## src/rtl/boot_pkg.sv

```systemverilog
package boot_pkg;
    localparam int CR_W = 16;

    localparam logic [CR_W-1:0] PRELOAD_A0   = 16'h31C5;
    localparam logic [CR_W-1:0] PRELOAD_A1   = 16'h32C5;
    localparam logic [CR_W-1:0] PRELOAD_VAL  = 16'h8000;
    localparam logic [CR_W-1:0] CAL_BASE     = 16'h303E;
    localparam logic [CR_W-1:0] SWING_ADDR   = 16'h0022;
    localparam logic [CR_W-1:0] RX_OFF_P0    = 16'h0100;
    localparam logic [CR_W-1:0] RX_OFF_P1    = 16'h0200;
    localparam logic [CR_W-1:0] SWING_CLR    = 16'h0070;
    localparam logic [CR_W-1:0] SWING_SET    = 16'h00F0;
    localparam logic [2:0]      FLIP_PORT1   = 3'd4;

    typedef enum logic [4:0] {
        S_IDLE, S_RESET, S_POWER, S_REXT, S_HOLD,
        S_SRAM_TG, S_SRAM_CHK, S_PRE0, S_PRE1, S_FW,
        S_LD_RISE, S_LD_HOLD, S_INIT_TG, S_INIT_CHK,
        S_CAL_RD, S_CAL_GAP, S_SW_RD, S_SW_WR, S_DONE, S_FAILED
    } boot_state_e;
endpackage

```

## src/rtl/boot_us_timer.sv

```systemverilog
module boot_us_timer #(
    parameter int W = 10
) (
    input  logic         clk,
    input  logic         rst_n,
    input  logic         load,
    input  logic [W-1:0] load_val,
    input  logic         tick,
    output logic         zero
);
    logic [W-1:0] cnt;

    always_ff @(posedge clk or negedge rst_n) begin
        if (!rst_n)                 cnt <= '0;
        else if (load)              cnt <= load_val;
        else if (tick && cnt != '0) cnt <= cnt - 1'b1;
    end

    assign zero = (cnt == '0);
endmodule

```

## src/rtl/boot_clk_burst.sv

```systemverilog
module boot_clk_burst #(
    parameter int W = 5
) (
    input  logic         clk,
    input  logic         rst_n,
    input  logic         run,
    input  logic [W-1:0] half_len,
    output logic         tg,
    output logic         last
);
    logic [W-1:0] hc;

    assign last = run && (hc == half_len - 1'b1);

    always_ff @(posedge clk or negedge rst_n) begin
        if (!rst_n) begin
            hc <= '0;
            tg <= 1'b0;
        end else if (!run) begin
            hc <= '0;
            tg <= 1'b0;
        end else begin
            tg <= ~tg;
            hc <= last ? '0 : hc + 1'b1;
        end
    end
endmodule

```

## src/rtl/boot_lane_addr.sv

```systemverilog
module boot_lane_addr
    import boot_pkg::*;
(
    input  logic            port,
    input  logic [CR_W-1:0] base,
    output logic [CR_W-1:0] rx_addr
);
    assign rx_addr = base + (port ? RX_OFF_P1 : RX_OFF_P0);
endmodule

```

## src/rtl/phy_boot_seq.sv

```systemverilog
module phy_boot_seq
    import boot_pkg::*;
#(
    parameter int REXT_US    = 10,
    parameter int HOLD_US    = 20,
    parameter int POLL_US    = 1000,
    parameter int POLL_TRIES = 100,
    parameter int SRAM_BURST = 10,
    parameter int INIT_BURST = 8,
    parameter int FW_IDX_W   = 8,
    parameter int DP_LANES   = 4
) (
    input  logic                clk,
    input  logic                rst_n,
    input  logic                us_tick,
    input  logic                start,
    input  logic                use_rom,
    input  logic                port_sel,
    input  logic [FW_IDX_W:0]   fw_len,
    output logic [FW_IDX_W-1:0] fw_idx,
    input  logic [15:0]         fw_addr,
    input  logic [15:0]         fw_data,
    output logic                cr_req,
    output logic                cr_we,
    output logic [15:0]         cr_addr,
    output logic [15:0]         cr_wdata,
    input  logic [15:0]         cr_rdata,
    input  logic                cr_done,
    output logic                cr_clk,
    input  logic                sram_init_done,
    input  logic                init_done,
    output logic                phy_rst,
    output logic                lane0_rst,
    output logic [DP_LANES-1:0] dp_tx_dis,
    output logic [DP_LANES-1:0] dp_tx_rst,
    output logic                ana_pwr_en,
    output logic                test_pd,
    output logic                cr_sel,
    output logic                ext_ld_done,
    output logic                sram_bypass,
    output logic [2:0]          lane_flip,
    output logic                ready,
    output logic                error
);
    localparam int T_MAX1 = (REXT_US > HOLD_US) ? REXT_US : HOLD_US;
    localparam int T_MAX  = (T_MAX1 > POLL_US) ? T_MAX1 : POLL_US;
    localparam int TMR_W  = $clog2(T_MAX + 1);
    localparam int TRY_W  = $clog2(POLL_TRIES + 1);
    localparam int B_MAX  = (SRAM_BURST > INIT_BURST) ? SRAM_BURST : INIT_BURST;
    localparam int BST_W  = $clog2(2 * B_MAX + 1);

    boot_state_e         state, nxt;
    logic [FW_IDX_W-1:0] idx;
    logic [TRY_W-1:0]    tries;
    logic [15:0]         swing_q;
    logic                rom_q, port_q;
    logic                accept, tmr_load, tmr_zero, bst_run, bst_tg, bst_last;
    logic                cal_ok, cal_last;
    logic [TMR_W-1:0]    tmr_val;
    logic [BST_W-1:0]    bst_half;
    logic [15:0]         cal_addr;

    assign accept   = start && (state == S_IDLE || state == S_DONE || state == S_FAILED);
    assign cal_ok   = cr_rdata[1];
    assign cal_last = (tries == TRY_W'(POLL_TRIES - 1));
    assign tmr_load = (state == S_POWER) || (state == S_REXT && tmr_zero) ||
                      (state == S_CAL_RD && cr_done && !cal_ok && !cal_last);
    assign tmr_val  = (state == S_POWER) ? TMR_W'(REXT_US) :
                      (state == S_REXT)  ? TMR_W'(HOLD_US) : TMR_W'(POLL_US);
    assign bst_run  = (state == S_SRAM_TG) || (state == S_INIT_TG);
    assign bst_half = (state == S_SRAM_TG) ? BST_W'(2 * SRAM_BURST) : BST_W'(2 * INIT_BURST);

    boot_us_timer #(.W(TMR_W)) u_tmr (
        .clk(clk), .rst_n(rst_n), .load(tmr_load), .load_val(tmr_val),
        .tick(us_tick), .zero(tmr_zero));

    boot_clk_burst #(.W(BST_W)) u_bst (
        .clk(clk), .rst_n(rst_n), .run(bst_run), .half_len(bst_half),
        .tg(bst_tg), .last(bst_last));

    boot_lane_addr u_lane (.port(port_q), .base(CAL_BASE), .rx_addr(cal_addr));

    // Next-state logic
    always_comb begin
        nxt = state;
        unique case (state)
            S_IDLE, S_DONE, S_FAILED: if (start) nxt = S_RESET;
            S_RESET:    nxt = S_POWER;
            S_POWER:    nxt = S_REXT;
            S_REXT:     if (tmr_zero) nxt = S_HOLD;
            S_HOLD:     if (tmr_zero) nxt = S_SRAM_TG;
            S_SRAM_TG:  if (bst_last) nxt = S_SRAM_CHK;
            S_SRAM_CHK: nxt = !sram_init_done ? S_SRAM_TG : (rom_q ? S_CAL_RD : S_PRE0);
            S_PRE0:     if (cr_done) nxt = S_PRE1;
            S_PRE1:     if (cr_done) nxt = (fw_len == '0) ? S_LD_RISE : S_FW;
            S_FW:       if (cr_done && ({1'b0, idx} == fw_len - 1'b1)) nxt = S_LD_RISE;
            S_LD_RISE:  nxt = S_LD_HOLD;
            S_LD_HOLD:  nxt = S_INIT_TG;
            S_INIT_TG:  if (bst_last) nxt = S_INIT_CHK;
            S_INIT_CHK: nxt = init_done ? S_CAL_RD : S_INIT_TG;
            S_CAL_RD:   if (cr_done) nxt = cal_ok ? S_SW_RD : (cal_last ? S_FAILED : S_CAL_GAP);
            S_CAL_GAP:  if (tmr_zero) nxt = S_CAL_RD;
            S_SW_RD:    if (cr_done) nxt = S_SW_WR;
            S_SW_WR:    if (cr_done) nxt = S_DONE;
            default:    nxt = S_IDLE;
        endcase
    end

    // State register and sequence bookkeeping
    always_ff @(posedge clk or negedge rst_n) begin
        if (!rst_n) begin
            state   <= S_IDLE;
            idx     <= '0;
            tries   <= '0;
            swing_q <= '0;
            rom_q   <= 1'b0;
            port_q  <= 1'b0;
        end else begin
            state <= nxt;
            if (accept) begin
                idx    <= '0;
                tries  <= '0;
                rom_q  <= use_rom;
                port_q <= port_sel;
            end
            if (state == S_FW && cr_done) idx <= idx + 1'b1;
            if (state == S_CAL_RD && cr_done && !cal_ok) tries <= tries + 1'b1;
            if (state == S_SW_RD && cr_done) swing_q <= cr_rdata;
        end
    end

    // Registered control and status outputs
    always_ff @(posedge clk or negedge rst_n) begin
        if (!rst_n) begin
            phy_rst     <= 1'b0;
            lane0_rst   <= 1'b0;
            dp_tx_dis   <= '0;
            dp_tx_rst   <= '0;
            ana_pwr_en  <= 1'b0;
            test_pd     <= 1'b1;
            cr_sel      <= 1'b0;
            ext_ld_done <= 1'b0;
            sram_bypass <= 1'b0;
            lane_flip   <= '0;
            ready       <= 1'b0;
            error       <= 1'b0;
        end else begin
            unique case (state)
                S_IDLE, S_DONE, S_FAILED: if (start) begin
                    ready <= 1'b0;
                    error <= 1'b0;
                end
                S_RESET: begin
                    phy_rst   <= 1'b1;
                    lane0_rst <= 1'b1;
                    dp_tx_dis <= '1;
                    dp_tx_rst <= '1;
                end
                S_POWER: begin
                    ana_pwr_en  <= 1'b1;
                    test_pd     <= 1'b0;
                    cr_sel      <= 1'b1;
                    ext_ld_done <= 1'b0;
                    sram_bypass <= rom_q;
                end
                S_REXT: if (tmr_zero) lane_flip <= port_q ? FLIP_PORT1 : 3'd0;
                S_HOLD: if (tmr_zero) begin
                    phy_rst   <= 1'b0;
                    lane0_rst <= 1'b0;
                end
                S_LD_RISE: ext_ld_done <= 1'b1;
                S_CAL_RD:  if (cr_done && !cal_ok && cal_last) error <= 1'b1;
                S_SW_WR:   if (cr_done) ready <= 1'b1;
                default: ;
            endcase
        end
    end

    // CR port and clock drive
    always_comb begin
        cr_req   = 1'b0;
        cr_we    = 1'b0;
        cr_addr  = '0;
        cr_wdata = '0;
        unique case (state)
            S_PRE0:  begin cr_req = 1'b1; cr_we = 1'b1; cr_addr = PRELOAD_A0; cr_wdata = PRELOAD_VAL; end
            S_PRE1:  begin cr_req = 1'b1; cr_we = 1'b1; cr_addr = PRELOAD_A1; cr_wdata = PRELOAD_VAL; end
            S_FW:    begin cr_req = 1'b1; cr_we = 1'b1; cr_addr = fw_addr;    cr_wdata = fw_data;     end
            S_CAL_RD: begin cr_req = 1'b1; cr_addr = cal_addr; end
            S_SW_RD:  begin cr_req = 1'b1; cr_addr = SWING_ADDR; end
            S_SW_WR: begin
                cr_req   = 1'b1;
                cr_we    = 1'b1;
                cr_addr  = SWING_ADDR;
                cr_wdata = (swing_q & ~SWING_CLR) | SWING_SET;
            end
            default: ;
        endcase
    end

    assign fw_idx = idx;
    assign cr_clk = bst_tg || (state == S_LD_RISE) || (state == S_LD_HOLD);

    // Assertions
    a_r11_req_held: assert property (@(posedge clk) disable iff (!rst_n)
        (cr_req && !cr_done) |=> (cr_req && $stable(cr_addr) && $stable(cr_we) && $stable(cr_wdata)));
    a_r10_excl: assert property (@(posedge clk) disable iff (!rst_n) !(ready && error));
    a_r10_sticky: assert property (@(posedge clk) disable iff (!rst_n)
        (ready && !start) |=> ready);
    a_r3_release_pair: assert property (@(posedge clk) disable iff (!rst_n)
        $fell(phy_rst) |-> $fell(lane0_rst));
    a_r6_load_clk_high: assert property (@(posedge clk) disable iff (!rst_n)
        $rose(ext_ld_done) |-> cr_clk);
    a_r7_rom_writes: assert property (@(posedge clk) disable iff (!rst_n)
        (sram_bypass && cr_req && cr_we) |-> (cr_addr == SWING_ADDR));
    a_r7_rom_no_load: assert property (@(posedge clk) disable iff (!rst_n)
        sram_bypass |-> !ext_ld_done);
    a_r8_try_bound: assert property (@(posedge clk) disable iff (!rst_n)
        tries <= TRY_W'(POLL_TRIES));
endmodule

```

## config.mk

```make
export PLATFORM = sky130hd
export DESIGN_NAME = phy_boot_seq
export DESIGN_NICKNAME = d
export VERILOG_FILES = /design/src/rtl/boot_pkg.sv /design/src/rtl/boot_us_timer.sv /design/src/rtl/boot_clk_burst.sv /design/src/rtl/boot_lane_addr.sv /design/src/rtl/phy_boot_seq.sv
export SDC_FILE = /design/constraint.sdc
export NUM_CORES = 1
export LEC_CHECK = 0
export ABC_AREA = 1
export ABC_CLOCK_PERIOD_IN_PS = 3200
export CAP_MARGIN = 20
export CELL_PAD_IN_SITES_DETAIL_PLACEMENT = 1
export CELL_PAD_IN_SITES_GLOBAL_PLACEMENT = 1
export CORE_MARGIN = 2
export CORE_UTILIZATION = 48
export CTS_CLUSTER_DIAMETER = 200
export DETAILED_ROUTE_END_ITERATION = 10
export DONT_BUFFER_PORTS = 1
export PLACE_DENSITY = 0.88
export SLEW_MARGIN = 10
export SYNTH_ARGS = -nofsm -noshare
export SYNTH_HDL_FRONTEND = slang
export SYNTH_SLANG_ARGS = --single-unit
```

## constraint.sdc

```tcl
create_clock -name clk -period 3.2 [get_ports clk]
set_input_delay 0.16 -clock clk [delete_from_list [all_inputs] [get_ports clk]]
set_output_delay 0.16 -clock clk [all_outputs]
set_load 0.02 [all_outputs]
```

After elaboration in Yosys (flattened, before gate mapping):

Cells that the tools add are included.
Widths: inputs -> output; s select.

* register bits after elaboration: 65
* bits of input ports: 66
* output and inout bits: 63
* word-level logic and storage cells: 148

* add/sub/neg operators: 7
* equal/unequal tests: 35
* muxes and demuxes: 45
* bitwise operators: 1
* reductions and logical operators: 42

Operators by type and width (number)
* $pmux 5 s18: 1
* $mux 5: 16
* $pmux 16 s5: 1
* $mux 10: 5
* $pmux 16 s3: 1
* $eq 5x4->1 const B: 8
* $eq 5x3->1 const B: 4
* $eq 5x5->1 const B: 4
* $ne 2x2->1 const B: 10
* $add 14x16->16 const A: 1
* $mux 8: 2
* $mux 7: 2
* $reduce_bool 2->1: 7
* $logic_and 1x1->1: 12
* $reduce_and 12->1: 1
* $eq 5x2->1 const B: 2
* $logic_not 10->1: 1
* $reduce_bool 10->1: 1
* $sub 10x1->10 const B: 1
* $eq 8x9->1: 1
* $logic_not 9->1: 1
* $sub 9x1->9 const B: 1
* $add 8x1->8 const B: 1
* $mux 4: 2
* other kinds (21): 44

Depth between registers and ports, before layout:

* word-level depth: 7
* depth in mapped cells: 13
* mapped depth without buffers: 13

Modules after synthesis:

From an unflattened synthesis, not the netlist that was laid out.

* cell total of the unflattened synthesis: 646
* area, all modules: 4559.4 um^2

Modules (own cells, without submodules)
* phy_boot_seq: times used 1, cells each 418, area each 3118.0 um^2
* boot_us_timer: times used 1, cells each 118, area each 758.2 um^2
* boot_clk_burst: times used 1, cells each 64, area each 426.7 um^2
* boot_lane_addr: times used 1, cells each 46, area each 256.5 um^2

Least setup slack after synthesis:

OpenSTA, ideal clock, no wires.

* path type: register -> register
* start point: reg u_tmr.cnt[0]
* end point: reg u_tmr.cnt[2]
* setup time: 124 ps
* data arrival time: 1570 ps
* setup slack: 1507 ps
* cell stages (with the launch flop): 14
* path buffers: 0
* period minus slack after synthesis: 1693 ps
* path through: dfrtp_1 -> inv_1 -> ha_1 -> nand2_1 -> nor2_2 -> nand2_1 -> nor2_1 -> inv_1 -> nand2_1 -> inv_2 -> nor2_8 -> inv_8 -> nor2_1 -> a21oi_1

* longest elaborated chain between the ends: 5
* elaborated cells between the ends (all ways): 10
* classes of those cells: add/sub: 1; mux: 2; reduce/logical: 7

RTL lines
* start, declared: RTL line boot_us_timer.sv:11 `logic [W-1:0] cnt;`
* start signal, assigned: RTL line boot_us_timer.sv:15 `else if (load) cnt <= load_val;`
* start signal, assigned: RTL line boot_us_timer.sv:16 `else if (tick && cnt != '0) cnt <= cnt - 1'b1;`
* branches (longest 5 deep; another with $sub 10x1->10)

Parallel ways; which one is timed is not known. The select of a mux whose other input is x is not followed.
A chain may end at the register's enable or synchronous reset.

Final worst setup path:

* start point: reg state[3]
* end point: out cr_wdata[6]

* longest elaborated chain between the ends: 3
* elaborated cells between the ends (all ways): 6
* classes of those cells: eq/ne: 4; mux: 1; reduce/logical: 1

RTL lines
* start, declared: RTL line phy_boot_seq.sv:52 `boot_state_e state, nxt;`
* start signal, assigned: RTL line phy_boot_seq.sv:119 `state <= nxt;`
* $eq 5x4->1 or $eq 5x3->1 (tied branches): RTL line phy_boot_seq.sv:185 `unique case (state)`
* $reduce_or 2->1 (no line)
* $pmux 16 s3 *: RTL line phy_boot_seq.sv:185
* end, declared: RTL line phy_boot_seq.sv:26 `output logic [15:0] cr_wdata,`

Mark *: on every way between the ends. The rest lies on a longest branch, timed or not.

==> results summary <==
The run finished with clean final reports. The slowest stage of the critical path belongs to the cell nor2_1. The highest clock frequency the design can meet came out at between 300 and 400 MHz. The core box area came out at a little under 8000 sq um.

The die boundary height is 93.7 microns. After legalization and detailed placement, the total HPWL measured ~8.3 mm. The sum of negative setup slack came out at 0 ns.

Setup repair after global routing left no endpoint under its margin. The count of filler cells inserted in the layout is around 1000. The analysis attributes to net switching a power of about 0.0014 W. The power density relative to cell area is between 700 and 800 nW/um^2. For this block, the routed nets add up to between 10 and 15 mm of wire. The worst-case headroom to the max-slew limit came out at between 30% and 40%. The proportion of layout cells with a drive suffix above 1 came out at 10.7%. At the worst endpoint, the required time is between 3 and 4 ns. Across the VDD grid, the largest voltage drop is around 360 uV.

Buffers inserted during clock tree synthesis total 9. The total of endpoints with negative setup slack in the final report is 0. The share of total power in sequential cells is 37.6%.

The number of DRC markers after the initial detailed-route iteration is ~160. Across every metal layer, demand over resource in global routing totals 27.0%. The signal on the critical path passes through nor2_1 -> nand2_1 -> nor2_1 -> inv_1 -> nand2_1. The starting density of the core is between 40% and 50%. The kind of end point of the critical path is an output pin. After technology mapping, the gate count stands at around 530. The count of distinct cell types in the synthesized netlist is 43. The initial antenna violation count came out at 0. The combinational cell fraction of total power is between 40% and 50%. The largest net degree at the start of global routing is 60. Yosys printed 0 warnings. The final critical path time including I/O delays and setup came out at 2.62 ns. Per report_power, the clock group accounts for 21.5% of the total.

With fillers left out, the area of the finished cells amounts to approximately 4300 sq um. The top cell types in the final layout, fill and taps aside, are nand2_1, inv_1, nor2_1. The multi-input logic area is slightly below 2000 sq um. The first detailed-routing pass ran for 4 iterations.

The cell-internal power is 0.00166 W. The total count of hold-check failures in the final report is 0. The final design utilization is between 50% and 60%. The maximum single-stage delay on the critical path came out at 0.78 ns. The worst setup path is of the flip-flop to output pin kind. The post-synthesis area per instance came out at about 7.3 sq um. The post-route DRC violation count came out at 0. TritonCTS built the clock tree.

For this design the static power due to leakage is between 2 and 2.5 nW. Relative to the synthesized area, the layout overhead comes to 10.1%. The fraction of registers with async set/reset is 100%.

In this run, synthesis inferred 0 flip-flops with an integrated enable. The total cell area at the placement stage is 3900 sq um. The later-pin clock latency in the skew report is 0.36 ns. The average wire length per cell after detail routing is around 18 microns.

The worst setup path is launched from a flip-flop. The total inserted antenna cells came out at 0. The cell area that synthesis handed to floorplanning was 3860 sq um. In this run the number of H-tree levels came out at 3. In the routed layout, each cell is associated on average with a via count of 5.52. The longest clock path from root to sink contains 2 buffers. CTS placed an instance of clkbuf_8 at the clock tree root. The floorplan step defined a die boundary enclosing roughly 8800 sq um. Pin placement for this block handled between 100 and 150 I/O pins. The setup slack on the worst flop-to-flop path came out at approximately 0.93 ns. Once detail routing completed, the nets flagged for antenna violations numbered 0. Sequential elements use between 30% and 40% of the synthesized area. The switching share of total power came out at between 40% and 50%. The clock tree skew after final layout is around 0.013 ns.

The post-cts gate resize count is 0. The clock net sink count is 59. Max-cap violations in this run came to 0. STA puts the critical path data arrival time at 2.46 ns. The first-pass GRT wire length is around 18 mm. The net count of the finished layout is just over 600. The path class of the tightest hold or removal check is input pin to flip-flop. The via count of the first global-routing pass is roughly 3800.

The slew at the pin with the worst max-slew slack is 1.01 ns. Leaving out fill and tap cells, the most frequent cell in the layout is nand2_1. The placer congestion estimate came out at 0.913.

The register bit count reported by yosys came out at between 50 and 60. For this block, the via count after detailed routing is between 3000 and 4000. In the final layout, flip-flops and latches occupy 1480 sq um. The die width is 93.7 microns. The max-slew violation count is 0. The final critical-path share of the clock period is between 80% and 90%. The clock slew at the register clock pins of the worst setup and hold paths is 0.06 ns. Summed over all layers, the global routing overflow is 0.

The most frequently used flop master after synthesis is dfrtp_1. The total number of placement rows is 32. Along the worst path, the maximum fanout reaches 14.

The count of input and output buffers came out at 0.
-- critical path: cells and delay by family (launching register included) --
family	cells	cell delay [ns]
buffers and inverters	1	0.23
flip-flops	1	0.45
AND/OR/NAND/NOR	4	1.42
-- power by group through the flow --
stage / Combinational, W / Sequential [W] / Clock [W]
2_1_floorplan: 0.000978 / 0.00110 / 0
3_3_place_gp: 0.00116 / 0.00115 / 0
3_5_place_dp: 0.00121 / 0.00116 / 0
4_1_cts: 0.00126 / 0.00115 / 0.000667
5_1_grt: 0.00141 / 0.00118 / 0.000704
6_report: 0.00126 / 0.00116 / 0.000664
-- synth_stat cells (all sizes together), types with 2 or more instances --
cell type	count	area, sq um
nand2	147	567
inv	77	297
nor2	69	328
dfrtp	58	1450
nand3	36	198
o21ai	33	165
buf	16	114
a21oi	15	82.6
a22o	13	114
xor2	12	105
mux2	11	124
ha	6	75.1
nor3	6	35.0
nand4	5	31.3
o22ai	4	25.0
or2	4	25.0
o31ai	2	15.0
xnor2	2	17.5
-- per-layer routing --
metal / global-route usage, % / vias up / wire, microns
met3: 7.95 / 22 / 799
met5: 0 / - / 0
li1: - / 1698 / -
met2: 47.1 / 130 / 5800
met4: 9.06 / 0 / 237
met1: 31.8 / 1716 / 4580
-- state kept, by name, summed over array words and instances (netlist names), 5 cells and up --
signal and count:
swing_q 12, u_tmr.cnt 10, fw_idx 8, tries 7
state 5, u_bst.hc 5
-- through the flow --
stage          setup slack [ns]  std cells  power (W)  hold slack [ns]
3_3_place_gp               1.13        615    0.00230           -0.134
5_1_grt                   0.436        646    0.00329           0.0348
2_1_floorplan              1.51        527    0.00208           -0.136
6_report                  0.583        646    0.00309           0.0429
4_1_cts                   0.553        646    0.00308           0.0332
3_5_place_dp              0.969        615    0.00238           -0.134
-- cells by family after synthesis --
family	share of synthesized area [%]
buf+inv	10.6
other cells	0.0970
mux	3.46
simple gates	30.8
compound gates	11.7
flops	38.2
fa+ha+maj	1.94
xor+xnor	3.17
-- cell type report --
class	instances	area share, %
Clock inverter	1	0.118
Sequential cell	59	34.7
Inverter	77	6.97
Timing Repair Buffer	17	4.29
Multi-Input combinational cell	375	46.5
Tap cell	102	3.00
Clock buffer	15	4.38
-- path summary, 6_finish.rpt --
path | startpoint | end | cells after the start
max | state[3] | cr_wdata[6] | 5
min | us_tick | u_tmr.cnt[0] | 2
max reg2reg | state[3] | state[1] | 9
min reg2reg | u_bst.tg | u_bst.tg | 1
max in group asynchronous | rst_n | test_pd | 2
min in group asynchronous | rst_n | u_bst.hc[4] | 2
-- what timing repair did --
item,in CTS,in global routing
endpoints found under the hold margin,72,0
buffers inserted,0,0
hold buffers,15,0
Power figures use the tool's default switching activity.
